## config.mk

```make
export PLATFORM = sky130hd
export DESIGN_NAME = privGate
export DESIGN_NICKNAME = d
export VERILOG_FILES = /design/src/rtl/privGatePkg.sv /design/src/rtl/privGateCtrl.sv /design/src/rtl/privGateData.sv /design/src/rtl/privGate.sv
export SDC_FILE = /design/constraint.sdc
export NUM_CORES = 1
export LEC_CHECK = 0
export BUFFER_PORTS_ARGS = -buffer_cell sky130_fd_sc_hd__clkbuf_2
export CORE_AREA = 4 4 41 43
export CTS_CLUSTER_SIZE = 12
export DETAILED_ROUTE_END_ITERATION = 16
export DIE_AREA = 0 0 45 47
export PLACE_DENSITY = 0.38
export SYNTH_ARGS = -nofsm -noshare
export SYNTH_HDL_FRONTEND = slang
export SYNTH_SLANG_ARGS = --single-unit
```

## constraint.sdc

```tcl
create_clock -name clk -period 3.7 [get_ports clk]
set_input_delay 0.74 -clock clk [delete_from_list [all_inputs] [get_ports clk]]
set_output_delay 0.74 -clock clk [all_outputs]
set_load 0.005 [all_outputs]
```

## src/rtl/privGatePkg.sv

```systemverilog
package privGatePkg;
  localparam int LVL_W = 2;
  localparam int OP_W  = 2;
  localparam logic [OP_W-1:0] OP_ENTRY_MARK = 2'b01;

  typedef struct packed {
    logic escalate;
    logic dropLoad;
    logic faultSet;
  } gateStrobeT;
endpackage

```

## src/rtl/privGateCtrl.sv

```systemverilog
module privGateCtrl
  import privGatePkg::*;
#(
  parameter int LW = LVL_W,
  parameter int OW = OP_W
) (
  input  logic          clk,
  input  logic          rstN,
  input  logic          evValid,
  input  logic          evIsJump,
  input  logic [OW-1:0] evOpClass,
  input  logic          evTgtGate,
  input  logic          dropReq,
  input  logic [LW-1:0] dropLevel,
  input  logic          flush,
  input  logic [LW-1:0] curLevel,
  output gateStrobeT    strobe
);
  logic armQ;
  logic isMarker;
  logic gateJump;
  logic atTop;

  always_comb begin
    isMarker        = evValid && !evIsJump && (evOpClass == OP_ENTRY_MARK);
    gateJump        = evValid && evIsJump && evTgtGate;
    atTop           = (curLevel == '0);
    strobe.escalate = isMarker && armQ;
    strobe.faultSet = isMarker && !armQ && !atTop;
    strobe.dropLoad = dropReq && (dropLevel >= curLevel);
  end

  always_ff @(posedge clk) begin
    if (!rstN)                          armQ <= 1'b0;
    else if (flush || strobe.dropLoad)  armQ <= 1'b0;
    else if (evValid)                   armQ <= gateJump;
  end

  AST_WINDOW_ONE_SHOT: assert property (@(posedge clk) disable iff (!rstN)
    (evValid && !(evIsJump && evTgtGate)) |=> !armQ);
  AST_FLUSH_CLOSES: assert property (@(posedge clk) disable iff (!rstN)
    flush |=> !armQ);
  AST_IDLE_HOLDS: assert property (@(posedge clk) disable iff (!rstN)
    (!evValid && !flush && !(dropReq && dropLevel >= curLevel)) |=> $stable(armQ));
endmodule

```

## src/rtl/privGateData.sv

```systemverilog
module privGateData
  import privGatePkg::*;
#(
  parameter int LW = LVL_W
) (
  input  logic          clk,
  input  logic          rstN,
  input  gateStrobeT    strobe,
  input  logic [LW-1:0] dropLevel,
  output logic [LW-1:0] levelQ,
  output logic          faultQ
);
  localparam logic [LW-1:0] USER_LVL = {LW{1'b1}};

  always_ff @(posedge clk) begin
    if (!rstN) begin
      levelQ <= USER_LVL;
      faultQ <= 1'b0;
    end else begin
      faultQ <= strobe.faultSet;
      if (strobe.escalate)      levelQ <= '0;
      else if (strobe.dropLoad) levelQ <= dropLevel;
    end
  end

  AST_ESCALATE_TOP: assert property (@(posedge clk) disable iff (!rstN)
    strobe.escalate |=> (levelQ == '0));
  AST_NO_RAISE_BY_DROP: assert property (@(posedge clk) disable iff (!rstN)
    !strobe.escalate |=> (levelQ >= $past(levelQ)));
  AST_FAULT_KEEPS_LEVEL: assert property (@(posedge clk) disable iff (!rstN)
    (strobe.faultSet && !strobe.dropLoad) |=> (faultQ && $stable(levelQ)));
  AST_NO_FAULT_AT_TOP: assert property (@(posedge clk) disable iff (!rstN)
    faultQ |-> ($past(levelQ) != '0));
endmodule

```

## src/rtl/privGate.sv

```systemverilog
module privGate
  import privGatePkg::*;
(
  input  logic             clk,
  input  logic             rstN,
  input  logic             evValid,
  input  logic             evIsJump,
  input  logic [OP_W-1:0]  evOpClass,
  input  logic             evTgtGate,
  input  logic             dropReq,
  input  logic [LVL_W-1:0] dropLevel,
  input  logic             flush,
  output logic [LVL_W-1:0] privLevel,
  output logic             privFault
);
  gateStrobeT strobe;

  privGateCtrl #(.LW(LVL_W), .OW(OP_W)) ctrl (
    .clk(clk), .rstN(rstN), .evValid(evValid), .evIsJump(evIsJump),
    .evOpClass(evOpClass), .evTgtGate(evTgtGate), .dropReq(dropReq),
    .dropLevel(dropLevel), .flush(flush), .curLevel(privLevel), .strobe(strobe)
  );

  privGateData #(.LW(LVL_W)) data (
    .clk(clk), .rstN(rstN), .strobe(strobe), .dropLevel(dropLevel),
    .levelQ(privLevel), .faultQ(privFault)
  );

  AST_RESET_USER: assert property (@(posedge clk)
    !rstN |=> (privLevel == 2'd3 && !privFault));
endmodule

```

Word level (Yosys, flattened, before mapping)
Index checks and enable logic that the tools add are counted.
{"block": "totals", "reg_bits": 4, "inputBits": 11, "output_inout_bits": 3, "elab_cells": 23}
{"block": "classes", "magnitude_cmp": 1, "n_eq_ne": 1, "mux": 2, "n_bitwise": 1, "n_reduce_logical": 15}
{"cell": "1-bit logical AND", "count": 8}
{"cell": "2-bit 2-to-1 mux", "count": 2}
{"cell": "1-bit zero test", "count": 3}
{"cell": "2-bit by 1-bit equality test with 1-bit output, second input constant", "count": 1}
{"cell": "2-bit >= comparator", "count": 1}
{"cell": "2-bit zero test", "count": 1}
{"cell": "2-bit nonzero test", "count": 1}
{"cell": "2-bit OR reduction", "count": 1}
{"cell": "1-bit logical OR", "count": 1}
{"cell": "1-bit inverter", "count": 1}

Longest topological paths before layout
{"block": "logic_depth", "ltp_word": 5, "mapped_depth": 5, "ltp_nobuf": 5}

By module
Synthesis repeated with hierarchy kept, for this count alone.
{"block": "unflattened", "hier_cells": 24, "area_unflattened_um2": 224.0}
{"module": "privGateCtrl", "n_inst": 1, "cells_per_inst": 16, "area_each_um2": 127.6, "seq_area_each_um2": 20.0}
{"module": "privGateData", "n_inst": 1, "cells_per_inst": 8, "area_each_um2": 96.3, "seq_area_each_um2": 60.1}

Worst setup path before layout
OpenSTA, ideal clock, no wires.
{"block": "synth_timing", "path_kind": "input port to flip-flop", "from": "input port dropLevel[0]", "to": "register data.levelQ[0]", "setup_time_ns": 0.124, "t_arrival_ns": 1.576, "t_required_ns": 3.576, "slack_ns": 2.000, "path_stages": 5, "path_cell_list": "inv_1 ha_1 or3b_1 nand3_1 a31oi_1"}
{"block": "synth_via", "elab_chain_len": 3}
{"item": "start, declared", "line_no": "privGate.sv:11", "rtl": "input logic [LVL_W-1:0] dropLevel,"}
{"item": "2-bit >= comparator", "line_no": "privGateCtrl.sv:30", "rtl": "strobe.dropLoad = dropReq && (dropLevel >= curLevel);"}
{"item": "1-bit logical AND", "line_no": "privGateCtrl.sv:30"}
{"item": "2-bit nonzero test (no source line)"}
{"item": "end signal, assigned", "line_no": "privGateData.sv:22", "rtl": "else if (strobe.dropLoad) levelQ <= dropLevel;"}
{"item": "end, declared", "line_no": "privGateData.sv:10", "rtl": "output logic [LW-1:0] levelQ,"}
Parallel ways exist; a longest one is shown, timed or not. The select of a mux whose other input is x is not followed.
A chain may end at the register's enable or synchronous reset.

Final worst setup path
{"block": "layout_timing", "from": "input port dropLevel[0]", "to": "register data.levelQ[1]"}
{"block": "layout_via", "elab_chain_len": 3}
{"item": "2-bit >= comparator", "line_no": "privGateCtrl.sv:30"}
{"item": "1-bit logical AND", "line_no": "privGateCtrl.sv:30"}
{"item": "2-bit nonzero test (no source line)"}
Every way passes these cells.

==> flow_metrics.py <==
metrics = {
    "status": {
        "status": "completed",
    },
    "critical_path": {
        "setup.worst_path.class": "input pin to flip-flop",
        "ff2ff_setup_slack_ns": 2.36,
        "reg2reg_depth": 5,
        "worstPathArrival_ns": 1.72,
        "crit_fanout": 2,
        "cp_num_buf_inv": 2,
        "slowest_stage": "or3b_1",
        "r2r-start": "data.levelQ[1]$_SDFFE_PN1P_",
        "critPathLaunchType": "input pin",
        "crit_chain": "clkbuf_2 > inv_1 > ha_1 > or3b_1 > nand3_1 > a31oi_1",
        "crit_family": "simple AND/OR/NAND/NOR gates",
        "cp-end-kind": "flip-flop",
        "crit_required_ns": 3.82,
        "crit_path_max_incr_delay_ns": 0.37,
        "r2r_end": "data.levelQ[1]$_SDFFE_PN1P_",
    },
    "power_and_ir_drop": {
        "peakVddDrop_v": 0.000167,
        "powerDensity_mw_per_mm2": 392,
        "p_leak_nw": 0.166,
    },
    "clock_tree": {
        "cts_tree": "yes",
        "clock_path_buffers": 2,
        "htreeDepth": 1,
        "cts_buffers": 3,
        "ctsHoldBuffers": 0,
        "clock_latency_ns": 0.24,
        "postCtsResizedCells": 0,
        "cts_root_buffer": "clkbuf_4",
        "clk_pin_slew_ns": 0.04,
        "cts.sinks": 4,
        "postCtsSetupRepairBufs": 0,
    },
    "floorplan": {
        "start_util_pct": 18.7,
        "rows": 13,
        "io_pins": 14,
        "chipHeight_um": 47,
        "die_w_um": 45,
        "coreArea_mm2": 0.00130,
        "die_area_mm2": 0.00212,
    },
    "min_path": {
        "worstHoldStart": "ctrl.armQ$_SDFFE_PP0P_",
        "hold_end": "data.faultQ$_SDFF_PN0_",
        "hp-class": "flip-flop to flip-flop",
        "whs_path_depth": 1,
    },
    "grt": {
        "gr-max-usage-layer": "met2",
        "grt_max_degree": 5,
        "grt_pass1_wl_um": 979,
        "overflow": 0,
        "track_usage_pct": 6.80,
        "grt_pass1_vias": 257,
        "grt_util_met1_pct": 7.29,
        "antenna_found_initial": 0,
        "met2_usage_pct": 10.2,
        "grt.met3_usage_pct": 5.75,
    },
    "logic_synthesis": {
        "netlist_top_cells_area": "dfxtp_1 33%, ha_1 10%, a31oi_1 7.7%, nand3_1 6.2%, nor4b_2 6.2%",
        "synth_top_area_cell": "dfxtp_1",
        "synth_warnings": 0,
        "ys_ff_latch": 4,
        "syn_area_per_cell_um2": 8.67,
        "netlist_area_um2": 243,
        "synth_top_area_share_pct": 33.0,
        "syn-num-nets": 41,
        "synth_seq_area_share_pct": 33.0,
        "synthDistinctLibCells": 16,
        "syn_inst": 28,
    },
    "timing": {
        "timing.final.crit_share_pct": 43.4,
        "hold_violations": 0,
        "max_freq_mhz": 622,
        "setup_viol": 0,
        "rsz0062_at_grt": "no",
        "skew_ns": 0.00440,
        "maxSlewHeadroom_pct": 87.2,
        "layout_setup_ws_ns": 2.09,
        "min_period_ns": 1.61,
        "tns_ns": 0,
        "worstMarginPinSlew_ns": 0.192,
        "drv_slew": 0,
    },
    "finish": {
        "register_area_um2": 80.1,
        "final_nets": 59,
        "layout-drive-gt1-share_pct": 40.9,
        "areaGrowthSynthToFinish_pct": 43.8,
        "mostFrequentLayoutCell": "clkbuf_2",
        "final_util_pct": 26.8,
        "final_cell_mix": "13 x clkbuf_2, 4 x dfxtp_1",
        "multi_input_area_um2": 155,
        "fillers": 154,
        "diodes": 0,
    },
    "detailed_routing": {
        "via_count": 246,
        "drc": 0,
        "drt-initial-drc-count": 8,
        "routed_wl_um": 625,
        "first_pass_iters": 2,
        "vias_per_cell": 4.17,
        "ant_nets": 0,
        "wl_per_cell_um": 10.6,
    },
    "placement": {
        "dp_slack_ns": 1.85,
        "numPortBuffers": 13,
        "gp_congestion": 0.699,
        "dpl.hpwl_um": 535,
    },
    "job": {
        "cap_violations": 0,
    },
}
[per-layer routing]
metal | vias to the layer above | part of all wire [%]
li1 | 139 | -
met1 | 103 | 47
met2 | 4 | 50
met3 | 0 | 2.7
met4 | 0 | 0
met5 | - | 0
[cell type report]
cell class                      count  area share, %
Clock buffer                        3           6.45
Inverter                            2           2.15
Multi-Input combinational cell     22           44.4
Sequential cell                     4           22.9
Tap cell                           15           5.38
Timing Repair Buffer               13           18.6
[how the worst max path moves through the flow]
stage | from | to | slack, ns | depth (start not counted)
after global placement | dropLevel[0] | data.levelQ[1]$_SDFFE_PN1P_ | 1.86 | 6
after global routing | dropLevel[0] | data.levelQ[1]$_SDFFE_PN1P_ | 2.05 | 6
after floorplan | dropLevel[0] | data.levelQ[0]$_SDFFE_PN1P_ | 2.00 | 5
final | dropLevel[0] | data.levelQ[1]$_SDFFE_PN1P_ | 2.09 | 6
after CTS | dropLevel[0] | data.levelQ[1]$_SDFFE_PN1P_ | 2.10 | 6
after detailed placement | dropLevel[0] | data.levelQ[1]$_SDFFE_PN1P_ | 1.85 | 6
[synth_stat cells]
library cell / instances
nor3_1: 1
o21a_1: 1
nor3b_2: 1
and2_1: 1
nor2_1: 3
a31oi_1: 3
o21ai_1: 1
o21ai_0: 2
dfxtp_1: 4
nor2b_1: 1
inv_1: 2
or3b_1: 1
ha_1: 2
and4_1: 1
nor4b_2: 1
nand3_1: 3
[metrics by stage]
stage	cells	power, mW	area (um^2)	hold slack [ns]
after global placement	56	0.0807	327	0.435
after floorplan	28	0.0683	243	0.405
after global routing	59	0.149	349	0.460
after CTS	59	0.141	349	0.446
after detailed placement	56	0.0816	327	0.453
final	59	0.137	349	0.449
[registers in the layout, summed over array words and instances, names as in the netlist]
signal / flops
data.faultQ: 1
data.levelQ: 2
ctrl.armQ: 1
[logic make-up after synthesis]
| group | synth area share, % |
|---|---|
| AND/OR/NAND/NOR | 36.6 |
| AO/OA/AOI/OAI | 17.0 |
| flip-flops | 33.0 |
| buffers and inverters | 3.09 |
| adder cells (fa/ha/maj) | 10.3 |
[power by group]
part / internal, mW / switching [mW] / leakage, nW
registers: 0.0466 / 0.00317 / 0.0327
logic: 0.0159 / 0.0150 / 0.119
clock network: 0.0364 / 0.0196 / 0.0138
total: 0.0989 / 0.0378 / 0.166
[worst reg2reg max path, stage by stage (launching register included)]
cell and delay [ns]:
dfxtp_1 0.37, inv_1 0.06, ha_1 0.22, or3b_1 0.40
nand3_1 0.10, a31oi_1 0.08
(Power assumes the default switching activity.)
